--- config.mk ---
export PLATFORM = sky130hd
export DESIGN_NAME = pin_change_irq
export DESIGN_NICKNAME = d
export VERILOG_FILES = /design/src/rtl/pcirq_pkg.sv /design/src/rtl/pcirq_sync.sv /design/src/rtl/pcirq_regs.sv /design/src/rtl/pcirq_group.sv /design/src/rtl/pin_change_irq.sv
export SDC_FILE = /design/constraint.sdc
export NUM_CORES = 1
export LEC_CHECK = 0
export BUFFER_PORTS_ARGS = -buffer_cell sky130_fd_sc_hd__buf_2
export CORE_ASPECT_RATIO = 1.25
export CORE_UTILIZATION = 38
export DETAILED_ROUTE_END_ITERATION = 10
export PLACE_DENSITY_LB_ADDON = 0.12
export SLEW_MARGIN = 40
export SYNTH_ARGS = -nofsm -noshare
export SYNTH_HDL_FRONTEND = slang
export SYNTH_SLANG_ARGS = --single-unit
export TNS_END_PERCENT = 30
--- constraint.sdc ---
create_clock -name clk -period 2.9 [get_ports clk]
set_input_delay 0.58 -clock clk [delete_from_list [all_inputs] [get_ports clk]]
set_output_delay 0.58 -clock clk [all_outputs]
set_load 0.02 [all_outputs]
--- src/rtl/pcirq_pkg.sv ---
package pcirq_pkg;

  typedef enum logic [1:0] {
    SEL_ENABLE,
    SEL_FLAG,
    SEL_MASK,
    SEL_NONE
  } reg_sel_e;

  // Fixed register offsets; masks occupy a contiguous run after the flags.
  localparam int unsigned OFS_ENABLE = 0;
  localparam int unsigned OFS_FLAG   = 1;
  localparam int unsigned OFS_MASK0  = 2;

  function automatic reg_sel_e decode_sel(input int unsigned addr,
                                          input int unsigned n_groups);
    if (addr == OFS_ENABLE)
      return SEL_ENABLE;
    else if (addr == OFS_FLAG)
      return SEL_FLAG;
    else if (addr >= OFS_MASK0 && addr < OFS_MASK0 + n_groups)
      return SEL_MASK;
    else
      return SEL_NONE;
  endfunction

endpackage

--- src/rtl/pcirq_sync.sv ---
// Two-flop synchroniser plus a one-cycle history register. Reports a
// level change per pin once the pipeline holds real samples.
module pcirq_sync #(
  parameter int unsigned WIDTH = 24
) (
  input  logic             clk,
  input  logic             rst_n,
  input  logic [WIDTH-1:0] pins_i,
  output logic [WIDTH-1:0] change_o
);

  localparam int unsigned PRIME_LEN = 3;

  logic [WIDTH-1:0]     meta_q;
  logic [WIDTH-1:0]     sync_q;
  logic [WIDTH-1:0]     hist_q;
  logic [PRIME_LEN-1:0] prime_q;

  always_ff @(posedge clk or negedge rst_n) begin
    if (!rst_n) begin
      meta_q  <= '0;
      sync_q  <= '0;
      hist_q  <= '0;
      prime_q <= '0;
    end else begin
      meta_q  <= pins_i;
      sync_q  <= meta_q;
      hist_q  <= sync_q;
      prime_q <= {prime_q[PRIME_LEN-2:0], 1'b1};
    end
  end

  // Until the history register holds a genuine sample, report nothing.
  always_comb begin
    if (prime_q[PRIME_LEN-1])
      change_o = sync_q ^ hist_q;
    else
      change_o = '0;
  end

endmodule

--- src/rtl/pcirq_regs.sv ---
// Register file: enable, mask registers, flag write-one-to-clear strobes
// and combinational read mux.
module pcirq_regs
  import pcirq_pkg::*;
#(
  parameter int unsigned NUM_GROUPS = 3,
  parameter int unsigned GROUP_W    = 8,
  parameter int unsigned ADDR_W     = 3,
  parameter int unsigned DATA_W     = 8,
  parameter logic [NUM_GROUPS*GROUP_W-1:0] IMPL_PINS = 24'hFF7FFF
) (
  input  logic                          clk,
  input  logic                          rst_n,
  input  logic [ADDR_W-1:0]             addr_i,
  input  logic                          we_i,
  input  logic [DATA_W-1:0]             wdata_i,
  input  logic [NUM_GROUPS-1:0]         flags_i,
  output logic [DATA_W-1:0]             rdata_o,
  output logic [NUM_GROUPS-1:0]         enable_o,
  output logic [NUM_GROUPS*GROUP_W-1:0] mask_o,
  output logic [NUM_GROUPS-1:0]         w1c_o
);

  localparam int unsigned PIN_W = NUM_GROUPS * GROUP_W;

  reg_sel_e              sel;
  logic [ADDR_W-1:0]     mask_idx;
  logic [NUM_GROUPS-1:0] enable_q;
  logic [GROUP_W-1:0]    mask_q [NUM_GROUPS];

  always_comb begin
    sel      = decode_sel(int'(addr_i), NUM_GROUPS);
    mask_idx = addr_i - ADDR_W'(OFS_MASK0);
  end

  always_ff @(posedge clk or negedge rst_n) begin
    if (!rst_n)
      enable_q <= '0;
    else if (we_i && sel == SEL_ENABLE)
      enable_q <= wdata_i[NUM_GROUPS-1:0];
  end

  for (genvar g = 0; g < NUM_GROUPS; g++) begin : g_mask
    localparam logic [GROUP_W-1:0] IMPL = IMPL_PINS[g*GROUP_W +: GROUP_W];
    always_ff @(posedge clk or negedge rst_n) begin
      if (!rst_n)
        mask_q[g] <= '0;
      else if (we_i && sel == SEL_MASK && mask_idx == ADDR_W'(g))
        mask_q[g] <= wdata_i[GROUP_W-1:0] & IMPL;
    end
    assign mask_o[g*GROUP_W +: GROUP_W] = mask_q[g];
  end

  always_comb begin
    if (we_i && sel == SEL_FLAG)
      w1c_o = wdata_i[NUM_GROUPS-1:0];
    else
      w1c_o = '0;
  end

  always_comb begin
    rdata_o = '0;
    unique case (sel)
      SEL_ENABLE: rdata_o = DATA_W'(enable_q);
      SEL_FLAG:   rdata_o = DATA_W'(flags_i);
      SEL_MASK: begin
        for (int g = 0; g < NUM_GROUPS; g++)
          if (mask_idx == ADDR_W'(g))
            rdata_o = DATA_W'(mask_q[g]);
      end
      SEL_NONE:   rdata_o = '0;
    endcase
  end

  assign enable_o = enable_q;

  // PIN_W kept for width documentation of mask_o.
  logic unused_ok;
  assign unused_ok = ^{PIN_W[0]};

endmodule

--- src/rtl/pcirq_group.sv ---
// One group's pending flag and request gate.
module pcirq_group #(
  parameter int unsigned GROUP_W = 8
) (
  input  logic               clk,
  input  logic               rst_n,
  input  logic [GROUP_W-1:0] change_i,
  input  logic [GROUP_W-1:0] mask_i,
  input  logic               clear_i,
  input  logic               enable_i,
  input  logic               gie_i,
  output logic               event_o,
  output logic               flag_o,
  output logic               irq_o
);

  logic flag_q;

  assign event_o = |(change_i & mask_i);

  // A fresh event outranks any clear in the same cycle.
  always_ff @(posedge clk or negedge rst_n) begin
    if (!rst_n)
      flag_q <= 1'b0;
    else if (event_o)
      flag_q <= 1'b1;
    else if (clear_i)
      flag_q <= 1'b0;
  end

  assign flag_o = flag_q;
  assign irq_o  = flag_q & enable_i & gie_i;

endmodule

--- src/rtl/pin_change_irq.sv ---
module pin_change_irq #(
  parameter int unsigned NUM_GROUPS = 3,
  parameter int unsigned GROUP_W    = 8,
  parameter int unsigned ADDR_W     = 3,
  parameter int unsigned DATA_W     = 8,
  parameter logic [NUM_GROUPS*GROUP_W-1:0] IMPL_PINS = 24'hFF7FFF
) (
  input  logic                          clk,
  input  logic                          rst_n,
  input  logic [NUM_GROUPS*GROUP_W-1:0] pins_i,
  input  logic                          gie_i,
  input  logic [NUM_GROUPS-1:0]         ack_i,
  input  logic [ADDR_W-1:0]             bus_addr_i,
  input  logic                          bus_we_i,
  input  logic [DATA_W-1:0]             bus_wdata_i,
  output logic [DATA_W-1:0]             bus_rdata_o,
  output logic [NUM_GROUPS-1:0]         irq_o
);

  localparam int unsigned PIN_W = NUM_GROUPS * GROUP_W;

  logic [PIN_W-1:0]      change;
  logic [PIN_W-1:0]      mask;
  logic [NUM_GROUPS-1:0] enable;
  logic [NUM_GROUPS-1:0] w1c;
  logic [NUM_GROUPS-1:0] flag_q;
  logic [NUM_GROUPS-1:0] grp_evt;

  pcirq_sync #(.WIDTH(PIN_W)) u_sync (
    .clk      (clk),
    .rst_n    (rst_n),
    .pins_i   (pins_i),
    .change_o (change)
  );

  pcirq_regs #(
    .NUM_GROUPS (NUM_GROUPS),
    .GROUP_W    (GROUP_W),
    .ADDR_W     (ADDR_W),
    .DATA_W     (DATA_W),
    .IMPL_PINS  (IMPL_PINS)
  ) u_regs (
    .clk      (clk),
    .rst_n    (rst_n),
    .addr_i   (bus_addr_i),
    .we_i     (bus_we_i),
    .wdata_i  (bus_wdata_i),
    .flags_i  (flag_q),
    .rdata_o  (bus_rdata_o),
    .enable_o (enable),
    .mask_o   (mask),
    .w1c_o    (w1c)
  );

  for (genvar g = 0; g < NUM_GROUPS; g++) begin : g_grp
    pcirq_group #(.GROUP_W(GROUP_W)) u_grp (
      .clk      (clk),
      .rst_n    (rst_n),
      .change_i (change[g*GROUP_W +: GROUP_W]),
      .mask_i   (mask[g*GROUP_W +: GROUP_W]),
      .clear_i  (ack_i[g] | w1c[g]),
      .enable_i (enable[g]),
      .gie_i    (gie_i),
      .event_o  (grp_evt[g]),
      .flag_o   (flag_q[g]),
      .irq_o    (irq_o[g])
    );
  end

endmodule

==> results.md <==
- Status: completed
- Gpl congestion: 0.7928
- First-pass GRT wire length: 10.14 mm
- Cell count after synthesis: 230
- # clock sinks: 101
- HPWL after DPL: 4.356 mm
- Crit Path Class: input pin to primary output
- Worst reg2reg startpoint: u_sync.sync_q[13]$_DFF_PN0_
- Synth async-reset ratio: 1.000
- Vias in the first global route: 1949
- Hold_buf cts: 0
- Yosys top cell area share: 0.7138
- Starting Density: 0.3901
- CP Data Arrival Time: 1.69 ns
- Pwr dens: 732.5 nW/um^2
- Fmax: 0.4401 GHz
- Seq/Total Area, Yosys: 0.7138
- Total power: 3093 uW
- Fill cells: 864
- Sequential cell fraction of total power: 0.532
- Final hold vios: 0
- Drt via density: 4.651
- Sw power: 755.0 uW
- CTS tree: yes
- Die X-Extent: 88.34 um
- Worst vdd ir: 0.0003179 V
- Share of layout cells above drive strength 1: 0.3459
- GR Util met1: 0.1943
- Final ANT Viol Nets: 0
- Most used DFF post-synth: dfrtp_1
- Syn Nets: 272
- Num CTS Buffers: 9
- Max-Slew Margin vs Limit: 0.4907
- Crit-path max FO: 10
- Met2 usage: 0.2242
- Slew @ Worst Pin: 0.7598 ns
- Largest net degree at the start of global routing: 43
- # port buffers: 51
- DRT Wirelength: 6.353 mm
- Row Count: 39
- I/O pins: 53
- Clock latency on the worst-skew pair: 0.34 ns
- DR WL/cell: 15.31 um
- Synth area leaders: dfrtp_1, mux2_2, xor2_1
- Die ar.: 9711 sq um
- GR Layer Usage met3: 0.03979
- Comb pwr share: 0.103
- Unrepaired setup endpoints after global routing: false
- Crit path time final: 2.272 ns
- H-tree Lvls: 3
- Int Power: 2338 uW
- Synthesized cell area: 3541 sq um
- Final #Nets: 329
- Crit path required time: 2.32 ns
- Startpoint types: input pin
- Die Y: 109.9 um
- Diodes inserted: 0
- Leading area contributor after synthesis: dfrtp_1
- Vias after detailed routing: 1930
- DRC viols: 0
- Clock transition at the registers of the reported paths: 0.06 ns
- Sw frac: 0.2441
- Clock share of power: 0.365
- Area growth syn-to-layout: 19.26%
- Final clock skew: 0.004093 ns
- Iter 0 DRT Violations: 82
- GR peak layer: met2
- GRT Total Usage: 0.1488
- Grt total ovfl: 0
- Warnings, synthesis: 0
- Max Buffers Root-to-Sink: 2
- Core area: 9076 sq um
- Final period utilization: 0.7836
- Avg Cell Area, Syn: 15.40 sq um
- Post-Route Setup TNS: 0 ns
- Max-cap violations: 0
- Hold Crit Class: input pin to asynchronous set/reset pin
- Initial antenna violation count: 0
- Root buf cell: clkbuf_16
- CP startpoint: bus_addr_i[1]
- Detailed Routing Iterations Pass 1: 4
- Number of flops mapped to enable cells by yosys: 0
- # setup viols final: 0
- Post_cts resized: 0
- Synth Register Bits: 101
- Max-slew violation count: 0
- Worst setup EP type: primary output
- Post-CTS repair timing setup buffer count: 0
- Leakage power total: 0.001932 uW
- Final worst slack: 0.6277 ns
- Post-synthesis cell type count: 32
- Worst slack at placement: 0.6523 ns
## cells in the mapped netlist (all sizes together) (2+ instances only)
master	count
dfrtp	101
nand2	12
nand4	2
mux2	26
nand2b	2
inv	3
xor2	23
a32o	3
a22oi	17
nor3b	2
buf	8
nor3	2
and3	3
o22a	3
nor2	7
nor2b	2
o21ai	3
a211oi	3
## power by group through the flow
stage               clock [uW]  combinational, uW  sequential [uW]
CTS                       1170                325             1650
finish                    1130                318             1640
detailed placement           0                324             1670
global route              1230                356             1660
global placement             0                320             1670
floorplan                    0                215             1640
## cell usage in the layout (no fill, tap or decap), types with 2 or more instances in the layout
cell type  Yosys  final
clkinv_4       0      2
nor2b_1        2      2
mux2_2        26     26
a211oi_1       3      3
a22oi_1       17     17
dfrtp_1      101    101
xor2_1        23     23
nand4_1        2      2
o21ai_0        3      3
clkbuf_16      0      9
clkinv_2       0      2
nor2_1         7      7
inv_1          3      3
o22a_1         3      3
clkbuf_8       0      2
and3_1         3      3
a32o_1         3      3
buf_2          3     50
nand2_1       11     11
buf_4          4      4
## registers in the layout, summed over array words and instances (netlist names)
register            cells
u_regs.mask_o          23
u_sync.hist_q          23
u_sync.prime_q          3
u_sync.meta_q          23
u_regs.enable_o         3
g_grp.u_grp.flag_o      3
u_sync.sync_q          23
## critical path: stages
cell and delay (ns):
buf_2 0.15, nor2b_1 0.14, buf_4 0.17, a22oi_1 0.20, nor2_1 0.07, o22a_1 0.21, buf_2 0.16
## final timing paths
| kind | endpoint | slack, ns | depth (start not counted) |
|---|---|---|---|
| max | bus_rdata_o[2] | 0.63 | 7 |
| min | u_regs.mask_o[1]$_DFFE_PN0P_ | 0.21 | 1 |
| max reg2reg | g_grp[1].u_grp.flag_o$_DFFE_PN0P_ | 1.52 | 4 |
| min reg2reg | u_sync.sync_q[20]$_DFF_PN0_ | 0.35 | 0 |
| max in group asynchronous | u_regs.mask_o[14]$_DFFE_PN0P_ | 2.01 | 2 |
| min in group clk | u_sync.meta_q[5]$_DFF_PN0_ | 0.34 | 1 |
## stage by stage
step	cell area (sq um)	hold slack, ns	utilization	instances
floorplan	3541	0.2844	-	230
global placement	3935	0.3318	0.4336	399
detailed placement	3935	0.3347	0.4336	399
CTS	4223	0.2308	0.4653	415
global route	4223	0.2472	0.4653	415
finish	4223	0.2102	0.4653	415
## logic make-up after synthesis
logic type	share of synthesized area
AOI/OAI and AO/OA	0.06926
xor gates and xnor gates	0.05689
buffers and inverters	0.02014
DFF	0.7138
muxes	0.08269
other	0.001059
and+or+nand+nor	0.05619
## layout make-up
| cell class | instances | area [sq um] | share of cell area |
|---|---|---|---|
| inverter | 3 | 11.26 | 0.002667 |
| clock buffer | 11 | 252.7 | 0.05985 |
| tap | 123 | 153.9 | 0.03644 |
| timing repair buffer | 55 | 300.3 | 0.07111 |
| clock inverter | 5 | 35.03 | 0.008296 |
| sequential | 101 | 2527 | 0.5985 |
| multi-input combinational | 117 | 942.2 | 0.2231 |
## routing by layer
layer	vias up	share of wire
li1	915	-
met1	957	0.47
met2	47	0.47
met3	11	0.041
met4	0	0.023
met5	-	0
Power figures use the tool's default switching activity.
